**config.mk**
```make
export PLATFORM = sky130hd
export DESIGN_NAME = bf16_mul
export DESIGN_NICKNAME = d
export VERILOG_FILES = /design/src/rtl/bf16_mul_pkg.sv /design/src/rtl/bf16_unpack.sv /design/src/rtl/bf16_sig_mul.sv /design/src/rtl/bf16_exp_pack.sv /design/src/rtl/bf16_mul.sv
export SDC_FILE = /design/constraint.sdc
export NUM_CORES = 1
export LEC_CHECK = 0
export BUFFER_PORTS_ARGS = -buffer_cell sky130_fd_sc_hd__buf_2
export CAP_MARGIN = 0
export CORE_MARGIN = 1
export CORE_UTILIZATION = 45
export CTS_BUF_LIST = sky130_fd_sc_hd__clkbuf_4
export DETAILED_ROUTE_END_ITERATION = 8
export PLACE_DENSITY = 0.77
export SLEW_MARGIN = 20
export SYNTH_ARGS = -nofsm -noshare
export SYNTH_HDL_FRONTEND = slang
export SYNTH_SLANG_ARGS = --single-unit
```
**constraint.sdc**
```tcl
create_clock -name clk -period 1.2 [get_ports clk]
set_input_delay 0.3 -clock clk [delete_from_list [all_inputs] [get_ports clk]]
set_output_delay 0.3 -clock clk [all_outputs]
set_load 0.02 [all_outputs]
```
**src/rtl/bf16_mul_pkg.sv**
```systemverilog
package bf16_mul_pkg;

   localparam int unsigned DEF_EXP_W = 8;
   localparam int unsigned DEF_MAN_W = 7;

   typedef enum logic [1:0] {
      RES_NORMAL   = 2'd0,
      RES_ZERO     = 2'd1,
      RES_SATURATE = 2'd2
   } res_kind_e;

   function automatic int bias_of(input int exp_w);
      return (1 << (exp_w - 1)) - 1;
   endfunction

endpackage

```
**src/rtl/bf16_unpack.sv**
```systemverilog
module bf16_unpack #(
   parameter int unsigned EXP_W = 8,
   parameter int unsigned MAN_W = 7,
   localparam int unsigned W = 1 + EXP_W + MAN_W
) (
   input  logic [W-1:0]     op,
   output logic             sign,
   output logic [EXP_W-1:0] expo,
   output logic [MAN_W:0]   sig,
   output logic             is_zero
);

   assign sign    = op[W-1];
   assign expo    = op[W-2 -: EXP_W];
   assign is_zero = (expo == '0);
   assign sig     = {1'b1, op[MAN_W-1:0]};

endmodule

```
**src/rtl/bf16_sig_mul.sv**
```systemverilog
module bf16_sig_mul #(
   parameter int unsigned MAN_W = 7,
   localparam int unsigned SW = MAN_W + 1,
   localparam int unsigned PW = 2 * SW,
   localparam int unsigned HW = PW - MAN_W
) (
   input  logic [SW-1:0]    sig_a,
   input  logic [SW-1:0]    sig_b,
   output logic [MAN_W-1:0] man,
   output logic             carry
);

   logic [PW-1:0] a_x, b_x;
   logic [HW-1:0] hi;

   assign a_x = PW'(sig_a);
   assign b_x = PW'(sig_b);
   assign hi  = HW'((a_x * b_x) >> MAN_W);

   assign carry = hi[HW-1];
   assign man   = carry ? hi[HW-2:1] : hi[HW-3:0];

   // a product of two significands in [1,2) lies in [1,4)
   always_comb begin
      assert_sig_range_R4 : assert (hi[HW-1] | hi[HW-2])
         else $error("significand product below one");
   end

endmodule

```
**src/rtl/bf16_exp_pack.sv**
```systemverilog
module bf16_exp_pack
   import bf16_mul_pkg::*;
#(
   parameter int unsigned EXP_W = 8,
   parameter int unsigned MAN_W = 7,
   localparam int unsigned W  = 1 + EXP_W + MAN_W,
   localparam int unsigned XW = EXP_W + 2
) (
   input  logic             sign,
   input  logic [EXP_W-1:0] exp_a,
   input  logic [EXP_W-1:0] exp_b,
   input  logic             any_zero,
   input  logic             carry,
   input  logic [MAN_W-1:0] man,
   output logic [W-1:0]     res
);

   localparam logic signed [XW-1:0] BIAS = XW'(bias_of(EXP_W));
   localparam logic signed [XW-1:0] EMAX = XW'((1 << EXP_W) - 2);
   localparam logic signed [XW-1:0] EMIN = XW'(1);

   logic signed [XW-1:0] e_sum;
   res_kind_e            kind;

   assign e_sum = $signed({2'b00, exp_a}) + $signed({2'b00, exp_b})
                - BIAS + $signed(XW'(carry));

   always_comb begin
      if (any_zero || (e_sum < EMIN)) kind = RES_ZERO;
      else if (e_sum > EMAX)           kind = RES_SATURATE;
      else                             kind = RES_NORMAL;
   end

   always_comb begin
      unique case (kind)
         RES_ZERO:     res = '0;
         RES_SATURATE: res = {sign, EMAX[EXP_W-1:0], {MAN_W{1'b1}}};
         default:      res = {sign, e_sum[EXP_W-1:0], man};
      endcase
   end

   // the all-ones exponent is never produced
   always_comb begin
      assert_no_top_exp_R7 : assert (res[W-2 -: EXP_W] != {EXP_W{1'b1}})
         else $error("reserved exponent produced");
   end

endmodule

```
**src/rtl/bf16_mul.sv**
```systemverilog
module bf16_mul
   import bf16_mul_pkg::*;
#(
   parameter int unsigned EXP_W   = DEF_EXP_W,
   parameter int unsigned MAN_W   = DEF_MAN_W,
   parameter bit          OUT_REG = 1'b1,
   localparam int unsigned W = 1 + EXP_W + MAN_W
) (
   input  logic         clk,
   input  logic         rst_n,
   input  logic [W-1:0] a,
   input  logic [W-1:0] b,
   output logic [W-1:0] p
);

   initial begin
      assert_param_exp_R3 : assert (EXP_W >= 3 && EXP_W <= 16)
         else $error("EXP_W out of range");
      assert_param_man_R3 : assert (MAN_W >= 2 && MAN_W <= 24)
         else $error("MAN_W out of range");
   end

   logic [W-1:0]     ops   [2];
   logic             signs [2];
   logic [EXP_W-1:0] exps  [2];
   logic [MAN_W:0]   sigs  [2];
   logic             zeros [2];

   assign ops[0] = a;
   assign ops[1] = b;

   for (genvar i = 0; i < 2; i++) begin : g_unpack
      bf16_unpack #(.EXP_W(EXP_W), .MAN_W(MAN_W)) i_unpack (
         .op(ops[i]), .sign(signs[i]), .expo(exps[i]),
         .sig(sigs[i]), .is_zero(zeros[i])
      );
   end

   logic [MAN_W-1:0] man;
   logic             carry;
   logic [W-1:0]     res;

   bf16_sig_mul #(.MAN_W(MAN_W)) i_sig_mul (
      .sig_a(sigs[0]), .sig_b(sigs[1]), .man(man), .carry(carry)
   );

   bf16_exp_pack #(.EXP_W(EXP_W), .MAN_W(MAN_W)) i_exp_pack (
      .sign(signs[0] ^ signs[1]), .exp_a(exps[0]), .exp_b(exps[1]),
      .any_zero(zeros[0] | zeros[1]), .carry(carry), .man(man), .res(res)
   );

   if (OUT_REG) begin : g_reg
      logic [W-1:0] p_q;
      always_ff @(posedge clk or negedge rst_n) begin
         if (!rst_n) p_q <= '0;
         else        p_q <= res;
      end
      assign p = p_q;

      assert_sign_xor_R1 : assert property (@(posedge clk) disable iff (!rst_n)
         (p != '0) |-> (p[W-1] == ($past(a[W-1]) ^ $past(b[W-1]))))
         else $error("product sign wrong");

      assert_zero_in_R2 : assert property (@(posedge clk) disable iff (!rst_n)
         (($past(a[W-2 -: EXP_W]) == '0) || ($past(b[W-2 -: EXP_W]) == '0))
         |-> (p == '0))
         else $error("zero operand gave nonzero product");

      assert_pos_zero_R6 : assert property (@(posedge clk) disable iff (!rst_n)
         (p[W-2 -: EXP_W] == '0) |-> (p == '0))
         else $error("zero exponent with sign or fraction");
   end else begin : g_comb
      assign p = res;
   end

endmodule

```
Word-level counts from Yosys, hierarchy flattened
Cells that the tools add are included.

Register bits after elaboration: 16. Input bits: 34. Word-level logic and storage cells: 18.

Add/subtract/negate cells: 3. $mul: 1. $lt $le $gt $ge: 2. Eq/ne operators: 2. Multiplexer cells: 4. Bitwise operators: 2. Reductions and logical operators: 3.

Operators by type and width (count): $pmux W16 S2 (1); $logic_not A8 Y1 (2); $mul A8 B8 Y16 (1); $add A10 B2 Y10 (1); $gt A10 B9 Y1 const B (1); $lt A10 B2 Y1 const B (1); $sub A10 B8 Y10 const B (1); $add A8 B8 Y9 (1); $mux W7 (1); $mux W2 (2); $eq A2 B1 Y1 const B (1); $eq A2 B2 Y1 const B (1); $logic_or A1 B1 Y1 (1); $or A1 B1 Y1 (1); $xor A1 B1 Y1 (1).

Depth between registers and ports, before layout
Word-level depth: 8. Depth in mapped cells: 28. Depth with buffers taken out: 27.

Modules after synthesis
A second synthesis with hierarchy kept.

Cell total of the unflattened synthesis: 392. Area, all modules: 3530.9 µm².

By module, submodules not included: bf16_sig_mul (instances 1, cells each 239, area an instance 2094.5 µm²); bf16_exp_pack (instances 1, cells each 93, area an instance 720.7 µm²); bf16_mul (instances 1, cells each 18, area an instance 415.4 µm²); bf16_unpack (instances 2, cells each 21, area an instance 150.1 µm²).

Worst setup path after synthesis
No wires, ideal clock.

Path type: input -> register. From: in a[1]. To: reg g_reg.p_q[11], in the netlist p[11]. Setup time: 0.077 ns. Data arrival time: 6.000 ns. Data required time: 1.123 ns. Path slack: -4.877 ns. Stages: 27. Buffers on the path: 1. Cells stage by stage: inv_1 -> nor2_1 -> fa_1 -> inv_1 -> fa_1 -> inv_1 -> fa_1 -> inv_1 -> fa_1 -> inv_1 -> ha_1 -> o211ai_1 -> nor2_1 -> a311oi_1 -> o41ai_1 -> a21oi_1 -> xnor2_2 -> inv_1 -> ha_1 -> inv_1 -> nand3_1 -> xor2_1 -> or4b_1 -> nor4_1 -> nor3_2 -> buf_6 -> a21oi_1.

Cells in the longest elaborated chain, start to end: 7.

Ends and longest elaborated chain: start: declaration (RTL line bf16_mul.sv:11) `input logic [W-1:0] a,`; $mul A8 B8 Y16 * (RTL line bf16_sig_mul.sv:18) `assign hi = HW'((a_x * b_x) >> MAN_W);`; $add A10 B2 Y10 * (RTL line bf16_exp_pack.sv:26) `- BIAS + $signed(XW'(carry));`; $gt A10 B9 Y1 or $lt A10 B2 Y1 (tied branches) (RTL line bf16_exp_pack.sv:30, bf16_exp_pack.sv:29); $mux W2 or $logic_or A1 B1 Y1 (tied branches) (RTL line bf16_exp_pack.sv:30, bf16_exp_pack.sv:29); $mux W2 (RTL line bf16_exp_pack.sv:29) `if (any_zero || (e_sum < EMIN)) kind = RES_ZERO;`; $eq A2 B2 Y1 or $eq A2 B1 Y1 (tied branches) (RTL line bf16_exp_pack.sv:35) `unique case (kind)`; $pmux W16 S2 * (RTL line bf16_exp_pack.sv:35); named net i_exp_pack.res[11] (RTL line bf16_exp_pack.sv:15) `output logic [W-1:0] res`; end signal: assignment (RTL line bf16_mul.sv:56) `else p_q <= res;`; end: declaration (RTL line bf16_mul.sv:53) `logic [W-1:0] p_q;`.

The timed path passes the listed nets; every way through them passes the cells marked *.

Final worst setup path
From: in a[2]. To: reg g_reg.p_q[0], in the netlist p[0].

Cells in the longest elaborated chain, start to end: 7.

Ends and longest elaborated chain (RTL line): $mul A8 B8 Y16 * (bf16_sig_mul.sv:18); $add A10 B2 Y10 (bf16_exp_pack.sv:26); $gt A10 B9 Y1 or $lt A10 B2 Y1 (tied branches) (bf16_exp_pack.sv:30, bf16_exp_pack.sv:29); $mux W2 or $logic_or A1 B1 Y1 (tied branches) (bf16_exp_pack.sv:30, bf16_exp_pack.sv:29); $mux W2 (bf16_exp_pack.sv:29); $eq A2 B2 Y1 or $eq A2 B1 Y1 (tied branches) (bf16_exp_pack.sv:35); $pmux W16 S2 * (bf16_exp_pack.sv:35); named net i_exp_pack.res[0] (bf16_exp_pack.sv:15).

Marked as above.

==> run summary <==
The run finished, with violations left. The final reports fail on negative setup slack. The synthesized-area fraction occupied by and/or/nand/nor cells was 0.183; the proportion of synthesized chip area in sequential cells was 0.126.

The area share of xor/xnor cells in the synthesized design works out to 0.0648. From left edge to right edge, the die measures 86.1 µm. The mux cell area share after synthesis is 0.0220.

In this run the count of I/O pins placed on the die edge is 50. For this block, the via count after detailed routing is 2944. Counting every net in the synthesized netlist gives 467. The via count of the first global-routing pass was 3160; the final worst-path setup slack was -4.55 ns. The combinational family with the most area after synthesis was adder cells.

The combinational fraction of design power is 0.858. The min-delay analysis places its worst path in the category input port to flop. The first-pass GRT wire length was 13700 µm; the maximum resistive drop on vdd was 0.783 mV. The run gives 16 as the number of setup violations in the final report. The critical path starts at a[2]. In this run the deepest clock path goes through 2 buffers. The highest net fanout along the worst path is 10. Initial core utilization: 0.466. Average instance area after synthesis: 8.97 µm².

Setup repair after global routing could not meet its margin everywhere. The proportion of total power due to net switching came out at 0.462. The clock drives 16 sinks. Leaving out fill and tap cells, the most frequent cell in the layout is sky130_fd_sc_hd__buf_4. Clock root buffer master: sky130_fd_sc_hd__clkbuf_4. The residual antenna-violating net count after detailed routing is 0, and the number of max-cap violations is 0. At the end of routability-driven placement, the weighted congestion stood at 0.890. The run gives 0 as the Yosys warning count.

The run gives 4 as the number of detailed-route iterations in the first pass. Subtracting the final worst setup slack from the clock period gives 5.75 ns. The sequential cell fraction of total power was 0.108. The tools report the number of buffers added by the clock tree synthesis step as 3. The internal power of the cells totals 4180 µW. For this run, the slowest stage of the critical path takes 0.56 ns. The number of buffers inserted by port buffering came out at 49.

STA classifies the critical path startpoint as an input port. The total length of routed wires came out at 8020 µm. In this run the worst setup path terminates at p[0]. The run gives 0.00424 mm² as the instance area at placement. For the aggregate negative setup slack, the log shows -71.49 ns. Detailed placement ended at an HPWL of 6470 µm. Category of the worst setup path capture point: a flop.

The synthesized design contains 16 register bits. The most frequent cell on the critical path is sky130_fd_sc_hd__fa_1. The top cell types in the final layout, fill and taps aside, are sky130_fd_sc_hd__buf_4 (88), sky130_fd_sc_hd__inv_1 (65), sky130_fd_sc_hd__buf_2 (43). The repair_antennas step left the layout with diodes totalling 0.

Counting distinct cell types in the post-synthesis netlist gives 53. The final layout contains 612 nets. The layout overhead on the synthesized area came out at 45.4%.

The most used flip-flop cell after synthesis is sky130_fd_sc_hd__dfrtp_1. After technology mapping, the gate count stands at 355. Counting instances, the worst hold path has a depth of 3. The required time at the worst-slack endpoint was 1.42 ns. The tools report the floorplan row count as 30. In this run, synthesis inferred 0 flip-flops with an integrated enable. Share of cells above drive strength 1: 0.424. The proportion of synthesized flip-flops having asynchronous set or reset was 1.00; the final standard cell area without fillers was 0.00463 mm².

The analysis attributes to net switching a power of 3580 µW. After detailed routing, the average wire length per cell comes to 13.5 µm. The residual DRC count was 0; the clock network fraction of total power was 0.034. TritonCTS built the clock tree.

The slowest stage of the critical path is the sky130_fd_sc_hd__fa_1 cell. The register with the most flip-flops in the layout has 16 of them. The kind of critical path was input port to flop. The count of pins over their slew limit is 0. In this run the most critical hold path is launched from a[15].

The core footprint was 0.00683 mm². Number of DRC markers after the initial detailed-route iteration: 82. The adder-cell share of the synthesized area is 0.391, and the worst hold slack is 0.348 ns. Arrival time reported for the critical path endpoint: 5.97 ns. Summed over all cells, the static leakage comes to 0.00237 µW. Dividing total power by cell area gives a power density of 1670 mW/mm². After detailed routing, the number of vias per cell comes to 4.96. The fraction of the mapped netlist area in compound gates is 0.119. The floorplan step defined a die boundary enclosing 0.00742 mm².

The maximum clock rate is 174 MHz, and the pin slew with the least headroom to its limit is 0.515 ns. From bottom edge to top edge, the die measures 86.1 µm. The cell area after synthesis is 0.00319 mm². Total routing usage reported by global routing: 0.229.

The worst-case headroom to the max-slew limit is 0.656. The ratio of final minimum period to clock period was 4.79. After layout, the design draws a total of 7760 µW. The run gives 0 as the number of endpoints with negative hold slack in the final report. Number of antenna violations at the first check in global routing: 0.

Clock-pin slew was measured on the worst setup and hold paths at 0.08 ns. The CTS H-tree depth is 1. The total overflow left after global routing is 0.

Entering global routing, the biggest net connects 17 pins.
==> area by class of cell <==
| type | instances | area, µm² |
|---|---|---|
| Clock buffer | 3 | 22.5 |
| Fill cell | 511 | 2200 |
| Inverter | 72 | 270 |
| Multi-Input combinational cell | 264 | 2770 |
| Sequential cell | 16 | 400 |
| Tap cell | 96 | 120 |
| Timing Repair Buffer | 143 | 1050 |
==> worst min path at each step <==
stage / endpoint / slack, ns
after global placement: p[15] / 0.21
after detailed placement: p[15] / 0.21
after floorplan: p[0] / 0.004
after global routing: p[15] / 0.34
final: p[15] / 0.35
after CTS: p[15] / 0.32
==> power by group through the flow <==
| stage | logic [µW] | registers, µW | clock network [µW] |
|---|---|---|---|
| 2_1_floorplan | 3550 | 1150 | 0 |
| 3_3_place_gp | 5700 | 838 | 0 |
| 3_5_place_dp | 5890 | 842 | 0 |
| 4_1_cts | 6410 | 830 | 271 |
| 5_1_grt | 7330 | 851 | 307 |
| 6_report | 6660 | 836 | 265 |
==> layer usage <==
layer	routed length (µm)	part of all wire	GRT usage	vias up
met5	0	0	0	-
met4	124	0.015	0.0636	0
met3	240	0.030	0.0231	14
met2	4190	0.52	0.438	77
met1	3470	0.43	0.268	1402
li1	-	-	-	1451
==> what timing repair did <==
item                                   in CTS  in global routing
pin swaps                                   9                  8
buffers inserted                            7                  7
cloned                                      1                  0
endpoints found under the hold margin      16                  0
setup endpoints to repair                  16                 16
hold buffers                                1                  0
gates resized for setup                    43                 12
==> worst max-delay path, delay by kind of cell <==
kind,cells,cell delay [ns]
AO/OA/AOI/OAI,5,0.78
XOR/XNOR,2,0.36
adder cells (fa/ha/maj),6,2.44
AND/OR/NAND/NOR,6,1.21
buffers and inverters,10,0.88
==> logic make-up after synthesis <==
kind of cell / count (synthesis)
and+or+nand+nor: 104
adders and majority gates: 78
buffers and inverters: 75
AOI/OAI and AO/OA: 54
xor gates and xnor gates: 21
DFF: 16
muxes: 7
==> stage by stage <==
stage / cells / utilization / setup slack (ns)
floorplan: 355 / - / -4.70
global placement: 577 / 0.620 / -5.12
detailed placement: 577 / 0.620 / -5.40
CTS: 588 / 0.665 / -4.42
global route: 594 / 0.678 / -4.84
finish: 594 / 0.678 / -4.55
==> synth_stat cells, types with 2 or more instances <==
| library cell | instances | area (µm²) |
|---|---|---|
| sky130_fd_sc_hd__a21o_1 | 4 | 30.0 |
| sky130_fd_sc_hd__a21oi_1 | 19 | 95.1 |
| sky130_fd_sc_hd__a21oi_2 | 6 | 52.6 |
| sky130_fd_sc_hd__a311oi_1 | 2 | 17.5 |
| sky130_fd_sc_hd__and2_1 | 33 | 206 |
| sky130_fd_sc_hd__buf_6 | 2 | 22.5 |
| sky130_fd_sc_hd__dfrtp_1 | 16 | 400 |
| sky130_fd_sc_hd__fa_1 | 36 | 721 |
| sky130_fd_sc_hd__ha_1 | 42 | 526 |
| sky130_fd_sc_hd__inv_1 | 71 | 267 |
| sky130_fd_sc_hd__mux2i_1 | 7 | 70.1 |
| sky130_fd_sc_hd__nand2_1 | 23 | 86.3 |
| sky130_fd_sc_hd__nand2b_1 | 2 | 12.5 |
| sky130_fd_sc_hd__nand3_1 | 5 | 25.0 |
| sky130_fd_sc_hd__nand4_1 | 2 | 12.5 |
| sky130_fd_sc_hd__nor2_1 | 14 | 52.6 |
| sky130_fd_sc_hd__nor2b_1 | 2 | 12.5 |
| sky130_fd_sc_hd__nor3_1 | 4 | 20.0 |
| sky130_fd_sc_hd__nor4_1 | 5 | 31.3 |
| sky130_fd_sc_hd__o21ai_0 | 5 | 25.0 |
| sky130_fd_sc_hd__o21ai_1 | 2 | 10.0 |
| sky130_fd_sc_hd__or2_2 | 3 | 18.8 |
| sky130_fd_sc_hd__or4_1 | 2 | 15.0 |
| sky130_fd_sc_hd__xnor2_1 | 12 | 105 |
| sky130_fd_sc_hd__xnor2_2 | 3 | 48.8 |
| sky130_fd_sc_hd__xor2_1 | 6 | 52.6 |
Power figures use the tool's default switching activity.
